[src/rtl/rstseq_pkg.sv]
package rstseq_pkg;
  typedef enum logic [1:0] {
    ST_POR  = 2'd0,
    ST_HOLD = 2'd1,
    ST_REL  = 2'd2,
    ST_RUN  = 2'd3
  } rs_state_e;
endpackage

[src/rtl/rs_pin_sync.sv]
module rs_pin_sync #(
  parameter int STAGES = 2
) (
  input  logic clk_i,
  input  logic por_i,
  input  logic pin_n_i,
  output logic pin_low_o
);
  logic [STAGES-1:0] sh_q;

  always_ff @(posedge clk_i) begin
    if (por_i) sh_q <= '1;
    else       sh_q <= {sh_q[STAGES-2:0], pin_n_i};
  end

  assign pin_low_o = ~sh_q[STAGES-1];
endmodule

[src/rtl/rs_width_filter.sv]
module rs_width_filter #(
  parameter int MIN_LOW = 5
) (
  input  logic clk_i,
  input  logic por_i,
  input  logic hold_i,
  input  logic pin_low_i,
  output logic hit_o
);
  localparam int CW = $clog2(MIN_LOW + 1);
  localparam logic [CW-1:0] LAST = CW'(MIN_LOW - 1);

  logic [CW-1:0] run_q;

  always_ff @(posedge clk_i) begin
    if (por_i || hold_i || !pin_low_i) run_q <= '0;
    else if (run_q != LAST)            run_q <= run_q + CW'(1);
  end

  assign hit_o = pin_low_i && !hold_i && (run_q == LAST);

  AST_HIT_AFTER_LOW: assert property (@(posedge clk_i) disable iff (por_i)
    hit_o |-> $past(pin_low_i));
  AST_HOLD_MASKS_PIN: assert property (@(posedge clk_i) disable iff (por_i)
    hold_i |-> !hit_o);
endmodule

[src/rtl/rs_seq_core.sv]
module rs_seq_core
  import rstseq_pkg::*;
#(
  parameter int POR_CYCLES  = 500,
  parameter int PH1_CYCLES  = 16,
  parameter int CLKV_CYCLES = 1325000
) (
  input  logic clk_i,
  input  logic por_i,
  input  logic hit_i,
  input  logic pin_low_i,
  input  logic sw_wr_i,
  output logic in_por_o,
  output logic dflt_load_o,
  output logic mgmt_ready_o,
  output logic clk_valid_o,
  output logic sw_bit_o
);
  localparam int MAXC = (CLKV_CYCLES > POR_CYCLES) ? CLKV_CYCLES : POR_CYCLES;
  localparam int CW   = $clog2(MAXC + 1);
  localparam logic [CW-1:0] POR_LAST  = CW'(POR_CYCLES - 1);
  localparam logic [CW-1:0] CLKV_LAST = CW'(CLKV_CYCLES - 1);
  localparam logic [CW-1:0] PH1_MARK  = CW'(PH1_CYCLES);

  rs_state_e     state_q, nxt;
  logic [CW-1:0] cnt_q, ncnt;
  logic          take_sw;

  always_comb begin
    nxt     = state_q;
    ncnt    = cnt_q;
    take_sw = 1'b0;
    unique case (state_q)
      ST_POR: begin
        if (cnt_q == POR_LAST) begin
          nxt  = ST_REL;
          ncnt = '0;
        end else begin
          ncnt = cnt_q + CW'(1);
        end
      end
      ST_HOLD: begin
        if (!pin_low_i) begin
          nxt  = ST_REL;
          ncnt = '0;
        end
      end
      default: begin
        if (hit_i) begin
          nxt  = ST_HOLD;
          ncnt = '0;
        end else if (sw_wr_i) begin
          nxt     = ST_HOLD;
          ncnt    = '0;
          take_sw = 1'b1;
        end else if (state_q == ST_REL) begin
          if (cnt_q == CLKV_LAST) nxt  = ST_RUN;
          else                    ncnt = cnt_q + CW'(1);
        end
      end
    endcase
  end

  always_ff @(posedge clk_i) begin
    if (por_i) begin
      state_q      <= ST_POR;
      cnt_q        <= '0;
      dflt_load_o  <= 1'b1;
      mgmt_ready_o <= 1'b0;
      clk_valid_o  <= 1'b0;
      sw_bit_o     <= 1'b0;
    end else begin
      state_q      <= nxt;
      cnt_q        <= ncnt;
      dflt_load_o  <= (nxt == ST_POR) || (nxt == ST_HOLD);
      mgmt_ready_o <= (nxt == ST_RUN) || ((nxt == ST_REL) && (ncnt >= PH1_MARK));
      clk_valid_o  <= (nxt == ST_RUN);
      sw_bit_o     <= take_sw;
    end
  end

  assign in_por_o = (state_q == ST_POR);

  AST_CLKV_NEEDS_MGMT: assert property (@(posedge clk_i) disable iff (por_i)
    clk_valid_o |-> mgmt_ready_o);
  AST_MGMT_BEFORE_CLKV: assert property (@(posedge clk_i) disable iff (por_i)
    $rose(clk_valid_o) |-> $past(mgmt_ready_o));
  AST_SWBIT_SELF_CLEAR: assert property (@(posedge clk_i) disable iff (por_i)
    sw_bit_o |=> !sw_bit_o);
  AST_SWBIT_WITH_LOAD: assert property (@(posedge clk_i) disable iff (por_i)
    sw_bit_o |-> dflt_load_o);
  AST_HW_KEEPS_SWBIT_LOW: assert property (@(posedge clk_i) disable iff (por_i)
    (hit_i && !sw_bit_o) |=> !sw_bit_o);
  AST_POR_NOT_TO_HOLD: assert property (@(posedge clk_i) disable iff (por_i)
    (state_q == ST_POR) |=> (state_q != ST_HOLD));
endmodule

[src/rtl/rst_sequencer.sv]
module rst_sequencer #(
  parameter int SYNC_STAGES = 2,
  parameter int MIN_LOW     = 5,
  parameter int POR_CYCLES  = 500,
  parameter int PH1_CYCLES  = 16,
  parameter int CLKV_CYCLES = 1325000
) (
  input  logic clk_i,
  input  logic por_i,
  input  logic rst_pin_n_i,
  input  logic sw_rst_wr_i,
  output logic dflt_load_o,
  output logic mgmt_ready_o,
  output logic clk_valid_o,
  output logic sw_rst_bit_o
);
  logic pin_low, hit, in_por;

  rs_pin_sync #(.STAGES(SYNC_STAGES)) u_sync (
    .clk_i     (clk_i),
    .por_i     (por_i),
    .pin_n_i   (rst_pin_n_i),
    .pin_low_o (pin_low)
  );

  rs_width_filter #(.MIN_LOW(MIN_LOW)) u_filt (
    .clk_i     (clk_i),
    .por_i     (por_i),
    .hold_i    (in_por),
    .pin_low_i (pin_low),
    .hit_o     (hit)
  );

  rs_seq_core #(
    .POR_CYCLES  (POR_CYCLES),
    .PH1_CYCLES  (PH1_CYCLES),
    .CLKV_CYCLES (CLKV_CYCLES)
  ) u_core (
    .clk_i        (clk_i),
    .por_i        (por_i),
    .hit_i        (hit),
    .pin_low_i    (pin_low),
    .sw_wr_i      (sw_rst_wr_i),
    .in_por_o     (in_por),
    .dflt_load_o  (dflt_load_o),
    .mgmt_ready_o (mgmt_ready_o),
    .clk_valid_o  (clk_valid_o),
    .sw_bit_o     (sw_rst_bit_o)
  );
endmodule

[config.mk]
export PLATFORM = sky130hd
export DESIGN_NAME = rst_sequencer
export DESIGN_NICKNAME = d
export VERILOG_FILES = /design/src/rtl/rstseq_pkg.sv /design/src/rtl/rs_pin_sync.sv /design/src/rtl/rs_width_filter.sv /design/src/rtl/rs_seq_core.sv /design/src/rtl/rst_sequencer.sv
export SDC_FILE = /design/constraint.sdc
export NUM_CORES = 1
export LEC_CHECK = 0
export ABC_AREA = 1
export BUFFER_PORTS_ARGS = -buffer_cell sky130_fd_sc_hd__clkbuf_2
export CORE_ASPECT_RATIO = 1.75
export CORE_MARGIN = 1
export CORE_UTILIZATION = 45
export DETAILED_ROUTE_END_ITERATION = 8
export PLACE_DENSITY = 0.6
export SLEW_MARGIN = 40
export SYNTH_ARGS = -nofsm -noshare
export SYNTH_HDL_FRONTEND = slang
export SYNTH_HIERARCHICAL = 1
export SYNTH_SLANG_ARGS = --single-unit
[constraint.sdc]
create_clock -name clk_i -period 2.1 [get_ports clk_i]
set_clock_uncertainty 0.15 [all_clocks]
set_input_delay 0 -clock clk_i [delete_from_list [all_inputs] [get_ports clk_i]]
set_output_delay 0 -clock clk_i [all_outputs]
set_load 0.05 [all_outputs]
=== Word level (Yosys, flattened, before mapping) ===
Index checks and enable logic that the tools add are counted.

* Flip-flop bits (word level): 32
* Bits in latches: 0
* RAM bits: 0
* Bits in read-only memories: 0
* Input port bits: 4
* Output and inout port bits: 4
* Word-level logic and storage cells: 47
* Memories kept: 0

* Add/subtract/negate cells: 2
* Multiply operators: 0
* Div/mod/pow operators: 0
* $lt $le $gt $ge: 1
* Eq/ne operators: 9
* Shift-type cells: 0
* Muxes and demuxes: 15
* Bitwise operators: 1
* Reductions and logical operators: 11

{| class="wikitable"
|+ Operators with widths
! operator !! number
|-
| 2-to-1 mux 21 bit || 6
|-
| case mux 21 bit (2 select lines) || 1
|-
| adder 21 x 1 -> 21 bit (second input constant) || 1
|-
| equality test 21 bit (second input constant) || 1
|-
| equality test 21 x 9 -> 1 bit (second input constant) || 1
|-
| greater-or-equal comparator 21 x 5 -> 1 bit (second input constant) || 1
|-
| 2-to-1 mux 2 bit || 6
|-
| equality test 2 bit (second input constant) || 3
|-
| equality test 2 x 1 -> 1 bit (second input constant) || 2
|-
| logical NOT 2 bit || 2
|-
| logical OR 1 bit || 4
|-
| case mux 2 bit (2 select lines) || 1
|-
| OR reduction 4 bit || 1
|-
| adder 3 x 1 -> 3 bit (second input constant) || 1
|-
| equality test 3 bit (second input constant) || 1
|-
| logical AND 1 bit || 3
|-
| != test 3 bit (second input constant) || 1
|-
| logical NOT 1 bit || 1
|-
| 2-to-1 mux 1 bit || 1
|-
| inverter 1 bit || 1
|}

=== Depth between registers and ports, before layout ===
* Word-level depth: 9
* Mapped depth: 16
* Mapped depth without buffers: 16

=== Hierarchy ===
Netlist, hierarchy kept.

{| class="wikitable"
|+ Modules (own cells, without submodules)
! module !! times used !! cells each !! area an instance (µm²) !! sequential area each (µm²)
|-
| rs_seq_core || 1 || 398 || 2,237.1 || 540.5
|-
| rs_width_filter || 1 || 26 || 173.9 || 60.1
|-
| rs_pin_sync || 1 || 8 || 62.6 || 40.0
|}

=== Least setup slack after synthesis ===
OpenSTA, ideal clock, no wires.

* Kind: flip-flop to flip-flop
* Start point: reg u_core.state_q[0]
* End point: reg u_core.mgmt_ready_o
* Setup time: 113 ps
* Data arrival time: 2,002 ps
* Data required time: 1,837 ps
* Setup slack: -166 ps
* Cell stages (with the launch flop): 15
* Path buffers: 2
* Period minus slack after synthesis: 2,266 ps
* Cell sequence: dfxtp_1 nor2_1 clkbuf_1 nor3_1 inv_1 nand3_1 inv_1 clkbuf_1 nand3_1 o21ai_0 nand3_1 nor2_1 nand3_1 nor2_1 nor2_1

* Cells in the longest elaborated chain, start to end: 9
* Elaborated cells on any way between the ends: 22
* Those cells by class: order compare: 1; eq/ne: 4; mux: 11; reduce/logical: 6

{| class="wikitable"
|+ RTL lines
! element !! RTL line !! source
|-
| start: declaration || rs_seq_core.sv:25 || <nowiki>rs_state_e state_q, nxt;</nowiki>
|-
| start signal: assignment || rs_seq_core.sv:73 || <nowiki>state_q <= nxt;</nowiki>
|-
| logical NOT 2 bit * || rs_seq_core.sv:82 || <nowiki>assign in_por_o = (state_q == ST_POR);</nowiki>
|-
| net in_por || rst_sequencer.sv:17 || <nowiki>logic pin_low, hit, in_por;</nowiki>
|-
| logical NOT 1 bit * || rs_width_filter.sv:20 || <nowiki>assign hit_o = pin_low_i && !hold_i && (run_q == LAST);</nowiki>
|-
| logical AND 1 bit * (2 in a row) || rs_width_filter.sv:20 ||
|-
| net hit || rst_sequencer.sv:17 ||
|-
| 2-to-1 mux 21 bit or 2-to-1 mux 2 bit (tied branches) || rs_seq_core.sv:49 || <nowiki>if (hit_i) begin</nowiki>
|-
| case mux 21 bit (2 select lines) or case mux 2 bit (2 select lines) (tied branches) || rs_seq_core.sv:33 || <nowiki>unique case (state_q)</nowiki>
|-
| greater-or-equal comparator 21 x 5 -> 1 bit or equality test 2 bit (tied branches) || rs_seq_core.sv:76 || <nowiki>mgmt_ready_o <= (nxt == ST_RUN) || ((nxt == ST_REL) && (ncnt >= PH1_MARK));</nowiki>
|-
| logical AND 1 bit || rs_seq_core.sv:76 ||
|-
| logical OR 1 bit * || rs_seq_core.sv:76 ||
|-
| end signal: assignment || rs_seq_core.sv:76 ||
|-
| end: declaration || rs_seq_core.sv:15 || <nowiki>output logic mgmt_ready_o,</nowiki>
|}

Mark *: on every way through the listed nets, which the timed path passes. The rest lies on a longest branch.
A chain may end at the register's enable or synchronous reset.

=== Final worst setup path ===
* Start point: reg u_core.cnt_q[16]
* End point: reg u_core.mgmt_ready_o

* Cells in the longest elaborated chain, start to end: 9
* Elaborated cells on any way between the ends: 21
* Those cells by class: add/sub: 1; order compare: 1; eq/ne: 4; mux: 13; reduce/logical: 2

{| class="wikitable"
|+ RTL lines
! element !! RTL line !! source
|-
| start: declaration || rs_seq_core.sv:26 || <nowiki>logic [CW-1:0] cnt_q, ncnt;</nowiki>
|-
| start signal: assignment || rs_seq_core.sv:74 || <nowiki>cnt_q <= ncnt;</nowiki>
|-
| adder 21 x 1 -> 21 bit or equality test 21 bit (tied branches) || rs_seq_core.sv:39, rs_seq_core.sv:58, rs_seq_core.sv:57 ||
|-
| 2-to-1 mux 21 bit or 2-to-1 mux 2 bit (tied branches) || rs_seq_core.sv:57 || <nowiki>if (cnt_q == CLKV_LAST) nxt = ST_RUN;</nowiki>
|-
| 2-to-1 mux 21 bit or 2-to-1 mux 2 bit (tied branches) || rs_seq_core.sv:56 || <nowiki>end else if (state_q == ST_REL) begin</nowiki>
|-
| 2-to-1 mux 21 bit or 2-to-1 mux 2 bit (tied branches) || rs_seq_core.sv:52 || <nowiki>end else if (sw_wr_i) begin</nowiki>
|-
| 2-to-1 mux 21 bit or 2-to-1 mux 2 bit (tied branches) || rs_seq_core.sv:49 ||
|-
| case mux 21 bit (2 select lines) or case mux 2 bit (2 select lines) (tied branches) || rs_seq_core.sv:33 ||
|-
| greater-or-equal comparator 21 x 5 -> 1 bit or equality test 2 bit (tied branches) || rs_seq_core.sv:76 ||
|-
| logical AND 1 bit || rs_seq_core.sv:76 ||
|-
| logical OR 1 bit * || rs_seq_core.sv:76 ||
|}

Every way passes the cells marked *; elsewhere a longest branch is shown, timed or not.

==> run summary <==
I/O pin total: 8
vias in the first global route: 2,999
PnR worst setup slack: -0.00130 ns
hold endpoint: u_core/cnt_q[4]
Remaining DRCs: 4
via count: 3,166
R2R Path Start: u_core/cnt_q[16]
failing checks: DRC, setup timing
Core ar.: 5300 um2
final hold violations: 0
max_cap viols: 0
drt pass-1 iters: 6
reg2reg path depth: 13
Hold Path Origin: por_i
total track usage: 0.327
RSZ-0062 raised after global routing: true
Yosys Warn Count: 6
Final Core Density: 0.668
Clk Latency, worst-skew pair: 0.29 ns
Power, Total: 1.30 mW
Worst EP required: 2.14 ns
Clock transition at path regs: 0.08 ns
worst-margin pin slew: 0.564 ns
Synth Instances: 432
CP Data Arrival Time: 2.14 ns
# clock sinks: 32
Via density: 5.27
CTS Root Cell: clkbuf_8
crit path time final: 2.10 ns
Num CTS Buffers: 5
layout cell share with drive strength beyond 1: 0.328
Area Overhead vs Synth: 43.1%
Congestion Overflow GR: 0
initial antenna violation count: 0
pin count of the biggest net entering global routing: 24
Worst Setup Path Type: flip-flop to flip-flop
leak pwr: 1.75 nW
first-pass GRT wire length: 14,200 um
CTS tree: built
Pins Over Slew Limit: 0
Crit. End Element: flip-flop
CP max FO: 4
post-synthesis sequential area ratio: 0.259
gpl congestion: 1.01
dpl ws: -0.0888 ns
hold path depth: 2
syn_area_per_cell: 5.73 um2
status: complete, but fails checks
Initial Util: 0.467
Reg area: 669 um2
most common cell after layout, fill and taps aside: nand2_1
power per cell area: 366 nW/um2
Buffers on Ports: 7
Hold Crit Class: input port to flip-flop
Fill cells: 511
Rows: 35
DIE HEIGHT: 100 um
Nets: 533
capturing point of the worst reg2reg path: u_core/mgmt_ready_o
syn nets: 439
setup TNS: -0.00130 ns
worst vdd ir: 259 uV
CP startpoint kind: flip-flop
most frequent cells in the layout: nand2_1, buf_4, inv_1
Ant. Diodes: 0
aggregate routed wire length: 9060 um
DIE AREA: 5810 um2
Final HPWL DP: 6840 um
final setup violation count: 1
synth unique cells: 33
H-tree levels: 2
drt initial violations: 151
fin crit share: 1.00
Avg WL per Cell: 15.1 um
worst rel slew slack: 0.624
Seq cells post-synth: 32
die width: 58.0 um
post-route ant nets: 0
multi-input logic area: 1700 um2
max frequency: 476 MHz
Mapped Area: 2470 um2
Reg2Reg Setup Slack: -0.001 ns
maximum clock path buffer count: 2
## Yosys cell counts (all sizes together)
cell type	n	area share
xnor2	1	0.0035
nor2	63	0.12
or2	1	0.0025
and2	1	0.0025
nand2	136	0.22
nor4	1	0.0025
nand3	49	0.10
clkbuf	5	0.0076
dfxtp	32	0.26
o21ai	24	0.050
a21oi	24	0.049
o211ai	2	0.0061
o21bai	1	0.0030
a31oi	3	0.0076
o221ai	1	0.0035
buf	4	0.010
nor3	3	0.0061
ha	3	0.015
o22ai	1	0.0025
inv	68	0.10
xor2	2	0.0071
nand3b	1	0.0030
nand4	6	0.015
## area by class of cell
type / count / area share
tap: 74 / 0.0262
clock inverter: 3 / 0.0120
timing repair buffer: 96 / 0.201
clock buffer: 5 / 0.0194
multi-input combinational: 323 / 0.480
sequential: 32 / 0.189
inverter: 68 / 0.0721
## flip-flops by register name, summed over array words and instances (netlist names)
signal / count
u_filt/run_q: 3
u_core/mgmt_ready_o: 1
u_core/clk_valid_o: 1
u_sync/sh_q: 2
u_core/dflt_load_o: 1
u_core/state_q: 2
u_core/sw_bit_o: 1
u_core/cnt_q: 21
## layer usage
metal / GRT usage / vias up / share of wire
li1: - / 1554 / -
met4: 0.220 / 0 / 0.080
met1: 0.348 / 1426 / 0.37
met2: 0.588 / 138 / 0.50
met3: 0.0348 / 48 / 0.050
met5: 0 / - / 0
## power breakdown
group	internal (mW)	total, mW	switching, mW
clock	0.351	0.612	0.261
sequential	0.610	0.619	0.00857
combinational	0.0293	0.0651	0.0359
total	0.991	1.30	0.306
## worst max-delay path by stage
stage | to | startpoint | cells past startpoint | slack (ns)
after floorplan | u_core/mgmt_ready_o | u_core/state_q[1] | 15 | 0.04
after global placement | u_core/mgmt_ready_o | u_filt/run_q[0] | 15 | -0.09
after detailed placement | u_core/mgmt_ready_o | u_filt/run_q[0] | 15 | -0.09
after CTS | u_core/mgmt_ready_o | u_core/cnt_q[16] | 13 | 0.005
after global routing | u_core/mgmt_ready_o | u_core/cnt_q[0] | 13 | -0.13
final | u_core/mgmt_ready_o | u_core/cnt_q[16] | 13 | -0.001
## cell families after synthesis
family / synth area share
xor+xnor: 0.0106
simple gates: 0.473
fa+ha+maj: 0.0152
flops: 0.259
buf+inv: 0.121
compound gates: 0.121
## critical path, cell delays in order, from the launching register on
cell and delay [ns]:
dfxtp_1 0.31, nor2_1 0.20, nand2_1 0.11, nor2_1 0.17, nand3_2 0.17, nand2_2 0.12, buf_4 0.14, o21ai_0 0.09
nor2_1 0.10, nand2_1 0.08, nor2_2 0.12, nand3_1 0.07, nor2_1 0.11, nor2_1 0.05
## per-stage QoR
stage / hold WS, ns / instances / cell area (um2)
3_3_place_gp: 0.0436 / 582 / 3150
4_1_cts: 0.126 / 594 / 3360
5_1_grt: 0.149 / 601 / 3540
2_1_floorplan: -0.0701 / 432 / 2480
3_5_place_dp: 0.0479 / 582 / 3150
6_report: 0.120 / 601 / 3540
## what timing repair did
item	CTS	global route
endpoints found under the setup margin	1	2
gates resized for setup	20	48
buffers inserted	2	7
hold endpoints to repair	2	0
pin swaps	3	20
hold buffers	2	0
Note: power is estimated with default switching activity, not from simulation.
